File: src/rtl/card_slot_status_pkg.sv
package card_slot_status_pkg;

  typedef struct packed {
    logic pres;   // debounced presence
    logic ok;     // present and no latched fault
  } slot_view_t;

  // Total wake hold, in clock edges.
  function automatic int hold_total(input int wake_cyc, input int deb_cyc);
    return wake_cyc + deb_cyc;
  endfunction

  // Width of a down/up counter that must hold the value n.
  function automatic int cnt_width(input int n);
    return (n < 2) ? 1 : $clog2(n + 1);
  endfunction

endpackage

File: src/rtl/slot_presence.sv
module slot_presence
  import card_slot_status_pkg::*;
#(
  parameter int DEB_CYC = 400000
) (
  input  logic       clk,
  input  logic       rst_n,
  input  logic       det_i,
  input  logic       sess_i,
  input  logic       fault_i,
  output slot_view_t view_o,
  output logic       pull_o
);
  localparam int CW = cnt_width(DEB_CYC);
  localparam logic [CW-1:0] LAST = CW'(DEB_CYC - 1);

  logic [CW-1:0] qual_q;
  logic          pres_q;
  logic          flt_q;
  logic          pull_q;

  // Insertion qualified over a window, removal taken on first low sample.
  always_ff @(posedge clk or negedge rst_n) begin
    if (!rst_n) begin
      qual_q <= '0;
      pres_q <= 1'b0;
    end else if (!det_i) begin
      qual_q <= '0;
      pres_q <= 1'b0;
    end else if (!pres_q) begin
      if (qual_q == LAST) begin
        pres_q <= 1'b1;
        qual_q <= '0;
      end else begin
        qual_q <= qual_q + 1'b1;
      end
    end
  end

  // Fault latch lives for the duration of one session.
  always_ff @(posedge clk or negedge rst_n) begin
    if (!rst_n)        flt_q <= 1'b0;
    else if (!sess_i)  flt_q <= 1'b0;
    else if (fault_i)  flt_q <= 1'b1;
  end

  // Removal request: one cycle, only inside a session.
  always_ff @(posedge clk or negedge rst_n) begin
    if (!rst_n) pull_q <= 1'b0;
    else        pull_q <= pres_q & ~det_i & sess_i;
  end

  assign view_o.pres = pres_q;
  assign view_o.ok   = pres_q & ~flt_q;
  assign pull_o      = pull_q;
endmodule

File: src/rtl/wake_holdoff.sv
module wake_holdoff
  import card_slot_status_pkg::*;
#(
  parameter int WAKE_CYC = 11000,
  parameter int DEB_CYC  = 400000
) (
  input  logic clk,
  input  logic rst_n,
  input  logic sleep_i,
  output logic hold_o
);
  localparam int HOLD = hold_total(WAKE_CYC, DEB_CYC);
  localparam int HW   = cnt_width(HOLD);

  logic          sleep_q;
  logic [HW-1:0] left_q;
  logic          wake_edge;

  assign wake_edge = sleep_q & ~sleep_i;

  always_ff @(posedge clk or negedge rst_n) begin
    if (!rst_n) begin
      sleep_q <= 1'b0;
      left_q  <= '0;
    end else begin
      sleep_q <= sleep_i;
      if (sleep_i)             left_q <= '0;
      else if (wake_edge)      left_q <= HW'(HOLD);
      else if (left_q != '0)   left_q <= left_q - 1'b1;
    end
  end

  assign hold_o = wake_edge | (left_q != '0);
endmodule

File: src/rtl/card_slot_status.sv
module card_slot_status
  import card_slot_status_pkg::*;
#(
  parameter int DEB_CYC  = 400000,
  parameter int WAKE_CYC = 11000
) (
  input  logic clk,
  input  logic rst_n,
  input  logic det_a_i,
  input  logic det_b_i,
  input  logic sel_b_i,
  input  logic sess_a_i,
  input  logic sess_b_i,
  input  logic fault_a_i,
  input  logic fault_b_i,
  input  logic sleep_i,
  output logic sel_stat_n_o,
  output logic oth_stat_n_o,
  output logic pull_a_o,
  output logic pull_b_o
);
  localparam int NSLOT = 2;

  logic [NSLOT-1:0] det_v, sess_v, fault_v, pull_v;
  slot_view_t       view_v [NSLOT];
  logic             hold_w;
  slot_view_t       sel_view_w, oth_view_w;
  logic             sel_raw_w;

  assign det_v   = {det_b_i, det_a_i};
  assign sess_v  = {sess_b_i, sess_a_i};
  assign fault_v = {fault_b_i, fault_a_i};

  for (genvar s = 0; s < NSLOT; s++) begin : g_slot
    slot_presence #(.DEB_CYC(DEB_CYC)) u_slot (
      .clk    (clk),
      .rst_n  (rst_n),
      .det_i  (det_v[s]),
      .sess_i (sess_v[s]),
      .fault_i(fault_v[s]),
      .view_o (view_v[s]),
      .pull_o (pull_v[s])
    );
  end

  wake_holdoff #(.WAKE_CYC(WAKE_CYC), .DEB_CYC(DEB_CYC)) u_wake (
    .clk    (clk),
    .rst_n  (rst_n),
    .sleep_i(sleep_i),
    .hold_o (hold_w)
  );

  assign sel_view_w = sel_b_i ? view_v[1] : view_v[0];
  assign oth_view_w = sel_b_i ? view_v[0] : view_v[1];
  assign sel_raw_w  = sel_b_i ? det_b_i   : det_a_i;

  always_comb begin
    if (sleep_i)     sel_stat_n_o = sel_raw_w;
    else if (hold_w) sel_stat_n_o = 1'b0;
    else             sel_stat_n_o = sel_view_w.ok;
  end

  assign oth_stat_n_o = oth_view_w.pres;
  assign pull_a_o     = pull_v[0];
  assign pull_b_o     = pull_v[1];
endmodule

File: config.mk
export PLATFORM = sky130hd
export DESIGN_NAME = card_slot_status
export DESIGN_NICKNAME = d
export VERILOG_FILES = /design/src/rtl/card_slot_status_pkg.sv /design/src/rtl/slot_presence.sv /design/src/rtl/wake_holdoff.sv /design/src/rtl/card_slot_status.sv
export SDC_FILE = /design/constraint.sdc
export NUM_CORES = 1
export LEC_CHECK = 0
export BUFFER_PORTS_ARGS = -buffer_cell sky130_fd_sc_hd__buf_4
export CORE_MARGIN = 2
export CORE_UTILIZATION = 45
export CTS_BUF_LIST = sky130_fd_sc_hd__clkbuf_8
export CTS_CLUSTER_SIZE = 30
export DETAILED_ROUTE_END_ITERATION = 8
export GPL_TIMING_DRIVEN = 0
export PLACE_DENSITY = 0.72
export RECOVER_POWER = 25
export SYNTH_ARGS = -nofsm -noshare
export SYNTH_HDL_FRONTEND = slang
export SYNTH_SLANG_ARGS = --single-unit
File: constraint.sdc
create_clock -name clk -period 2.9 [get_ports clk]
set_input_delay 0.145 -clock clk [delete_from_list [all_inputs] [get_ports clk]]
set_output_delay 0.145 -clock clk [all_outputs]
set_load 0.005 [all_outputs]
==> impl_metrics.env <==
export IMPL_run_status="finished, violations left"
export IMPL_violated_checks="max-capacitance violations, max-slew violations"
export IMPL_yosysSeqAreaShare=0.468
export IMPL_count_of_fill_cells_added_during_filler_insertion=683
export IMPL_antenna_violations_before_repair=0
export IMPL_ys_types=53
export IMPL_cp_end_kind="primary output"
export IMPL_hold_viol=0
export IMPL_detailedRoute_firstIterationViolations=198
export IMPL_layout_cells_most_common_list="sky130_fd_sc_hd__dfrtp_1 (64), sky130_fd_sc_hd__nor2_1 (37), sky130_fd_sc_hd__nand2_1 (31)"
export IMPL_drt_drc_violations_left=0
export IMPL_gp_routability_congestion=0.905
export IMPL_cts_buf_count=9
export IMPL_worst_setup_path_type="reg2out"
export IMPL_portion_of_the_clock_cycle_consumed_by_the_worst_path_in_the_final_layout=0.967
export IMPL_static_leakage_power_nw=1.62
export IMPL_worstHoldStart="fault_a_i"
export IMPL_port_buffers=12
export IMPL_worst_r2r_start="u_wake.left_q[12]"
export IMPL_netlist_instances=368
export IMPL_insertedDiodeCount=0
export IMPL_cts_tree="built"
export IMPL_timing_hold_worst_class="in2reg"
export IMPL_routedLengthMet1_um=3390
export IMPL_postSynthAreaPerCell_um2=9.30
export IMPL_critPathTopFamily="simple AND/OR/NAND/NOR gates"
export IMPL_pin_count_of_the_biggest_net_entering_global_routing=65
export IMPL_crit_path_cell_trace="or4_4, or4b_4, or2_4, buf_6, o31ai_4, buf_4"
export IMPL_final_common_cell="sky130_fd_sc_hd__dfrtp_1"
export IMPL_placeable_core_region_um2=7290
export IMPL_first_pass_iters=4
export IMPL_cp_required_ns=2.76
export IMPL_first_pass_grt_wire_length_um=12300
export IMPL_multi_input_area_um2=1710
export IMPL_timing_critical_path_from_type="flip-flop"
export IMPL_antenna_violating_nets_post_route=0
export IMPL_num_nets_final=410
export IMPL_layoutNonFillerInstCount=498
export IMPL_layout_drive_gt1_share=0.105
export IMPL_setup_violations=0
export IMPL_syn_nets=381
export IMPL_power_density_nw_per_um2=468
export IMPL_slowest_delay_ns=0.58
export IMPL_async_reset_ff_frac=1.00
export IMPL_worst_setup_path_startpoint="u_wake.left_q[12]"
export IMPL_routed_top_layer="met4"
export IMPL_setup_tns_ns=0
export IMPL_post_synth_design_cell_area_um2=3420
export IMPL_dr_wl_met2_um=3370
export IMPL_cp_max_fo=10
export IMPL_synth_largest_area_cell="sky130_fd_sc_hd__dfrtp_1"
export IMPL_dp_cells=479
export IMPL_synth_top_area_frac=0.468
export IMPL_synth_edf_count=0
export IMPL_worst_slew_pin_slew_ns=1.58
export IMPL_ioPinCount=14
export IMPL_grt_pass1_vias=2686
export IMPL_worstPathArrival_ns=2.66
export IMPL_global_route_overflow_total=0
export IMPL_htree_levels=3
export IMPL_clock_sinks=64
export IMPL_final_setup_skew_ns=0.00510
export IMPL_clock_fmax_mhz=357
export IMPL_maxCapViolations=1
export IMPL_initial_utilization=0.469
export IMPL_worstSkewPairLatency_ns=0.35
export IMPL_die_area_um2=8320
export IMPL_die_y_um=91.2
export IMPL_max_vdd_ir_drop_v=0.000301
export IMPL_detail_route_wl_per_cell_um=14.3
export IMPL_cp_num_buf_inv=2
export IMPL_vias_per_cell=5.53
export IMPL_cts_reportedPaths_clkPinSlew_ns=0.06
export IMPL_max_clock_path_buffers=2
export IMPL_synth_seq_cells=64
export IMPL_seq_area_um2=1600
export IMPL_layout_min_cycle_time_ns=2.80
export IMPL_cts_root_buffer="sky130_fd_sc_hd__clkbuf_8"
export IMPL_max_slew_margin_rel=-0.0520
export IMPL_totalWireLength_um=7110
export IMPL_synthToLayoutAreaGrowth_pct=12.3
export IMPL_std_cell_rows=31
export IMPL_vias=2753
export IMPL_die_width_um=91.2
export IMPL_aggregate_global_route_resource_usage=0.183
export IMPL_dominantRegCellSynth="sky130_fd_sc_hd__dfrtp_1"
export IMPL_place_detailed_hpwl_um=4790
export IMPL_worst_path_max_delay_cell="sky130_fd_sc_hd__or4b_4"
export IMPL_netlist_top_cells_area="sky130_fd_sc_hd__dfrtp_1 (47%), sky130_fd_sc_hd__nor2_1 (4.1%), sky130_fd_sc_hd__xor2_1 (3.6%)"
export IMPL_synth_yosys_warnings=0
export IMPL_maxSlewViolCount=65
export IMPL_grt_setup_unrepaired="false"
export IMPL_met3WireLength_um=233
## worst paths after layout
path / endpoint / slack (ns) / depth (start not counted)
worst min register to register: g_slot[1].u_slot.flt_q / 0.50 / 1
worst max-delay path: sel_stat_n_o / 0.1 / 6
max in group asynchronous: u_wake.left_q[15] / 1.24 / 2
worst min-delay path: g_slot[0].u_slot.flt_q / 0.01 / 2
min in group asynchronous: g_slot[0].u_slot.qual_q[14] / 0.73 / 2
worst max register to register: u_wake.left_q[11] / 0.44 / 6
## metal layers
layer	global-route usage	up-vias
li1	-	1365
met1	0.236	1349
met2	0.295	30
met3	0.0539	9
met4	0.0619	0
met5	0	-
## cells in the mapped netlist (6+ instances only)
master                      n
sky130_fd_sc_hd__inv_1     14
sky130_fd_sc_hd__or3_1      7
sky130_fd_sc_hd__a21oi_1   15
sky130_fd_sc_hd__nor3_1    13
sky130_fd_sc_hd__and2_1    15
sky130_fd_sc_hd__a21boi_0   7
sky130_fd_sc_hd__nor2_1    37
sky130_fd_sc_hd__nor4_1     6
sky130_fd_sc_hd__clkbuf_1  14
sky130_fd_sc_hd__o21ai_0   15
sky130_fd_sc_hd__dfrtp_1   64
sky130_fd_sc_hd__xor2_1    14
sky130_fd_sc_hd__nand2_1   31
sky130_fd_sc_hd__xnor2_1   13
sky130_fd_sc_hd__and3_1     6
sky130_fd_sc_hd__nand3_1   22
sky130_fd_sc_hd__nand4_1   10
## registers in the layout, indices dropped and copies added (netlist names)
name and count:
g_slot.u_slot.flt_q 2, g_slot.u_slot.pres_q 2, g_slot.u_slot.pull_o 2, g_slot.u_slot.qual_q 38, u_wake.left_q 19, u_wake.sleep_q 1
## power breakdown
part	switching, W	internal (W)
Combinational	0.000103	0.0000809
Clock	0.000323	0.000338
Sequential	0.0000331	0.000922
Total	0.000459	0.00134
## layout make-up
cell class,instances,share of cell area
multi-input combinational,275,0.444
sequential,64,0.417
clock buffer,11,0.0394
timing repair buffer,18,0.0348
tap,99,0.0322
buffer,15,0.0166
inverter,14,0.0137
clock inverter,2,0.00228
## metrics by stage
stage / hold WS (ns) / worst slack (ns) / power (W) / area (um^2) / utilization
5_1_grt: 0.0162 / 0.0330 / 0.00188 / 3840 / 0.527
2_1_floorplan: -0.151 / 0.612 / 0.00109 / 3420 / -
3_5_place_dp: 0.273 / 0.375 / 0.00115 / 3640 / 0.499
4_1_cts: 0.0113 / 0.0282 / 0.00181 / 3820 / 0.523
6_report: 0.0126 / 0.0952 / 0.00180 / 3840 / 0.527
3_3_place_gp: 0.269 / 0.388 / 0.00114 / 3640 / 0.499
## logic make-up (layout without fill, tap and decap cells)
kind of cell / Yosys count / count (layout) / synth area share
flops: 64 / 64 / 0.468
buf+inv: 29 / 60 / 0.0340
fa+ha+maj: 3 / 3 / 0.0110
mux: 5 / 5 / 0.0150
xor+xnor: 27 / 27 / 0.0691
compound gates: 65 / 65 / 0.128
simple gates: 175 / 175 / 0.275
## timing repair
action / 4_1_cts / 5_1_grt
resized for setup: 0 / 1
hold buffers: 2 / 0
pin swaps: 1 / 3
buffers inserted: 0 / 4
endpoints found under the hold margin: 65 / 0
setup endpoints to repair: 1 / 1
No activity file was read; power rests on OpenSTA's default activity.
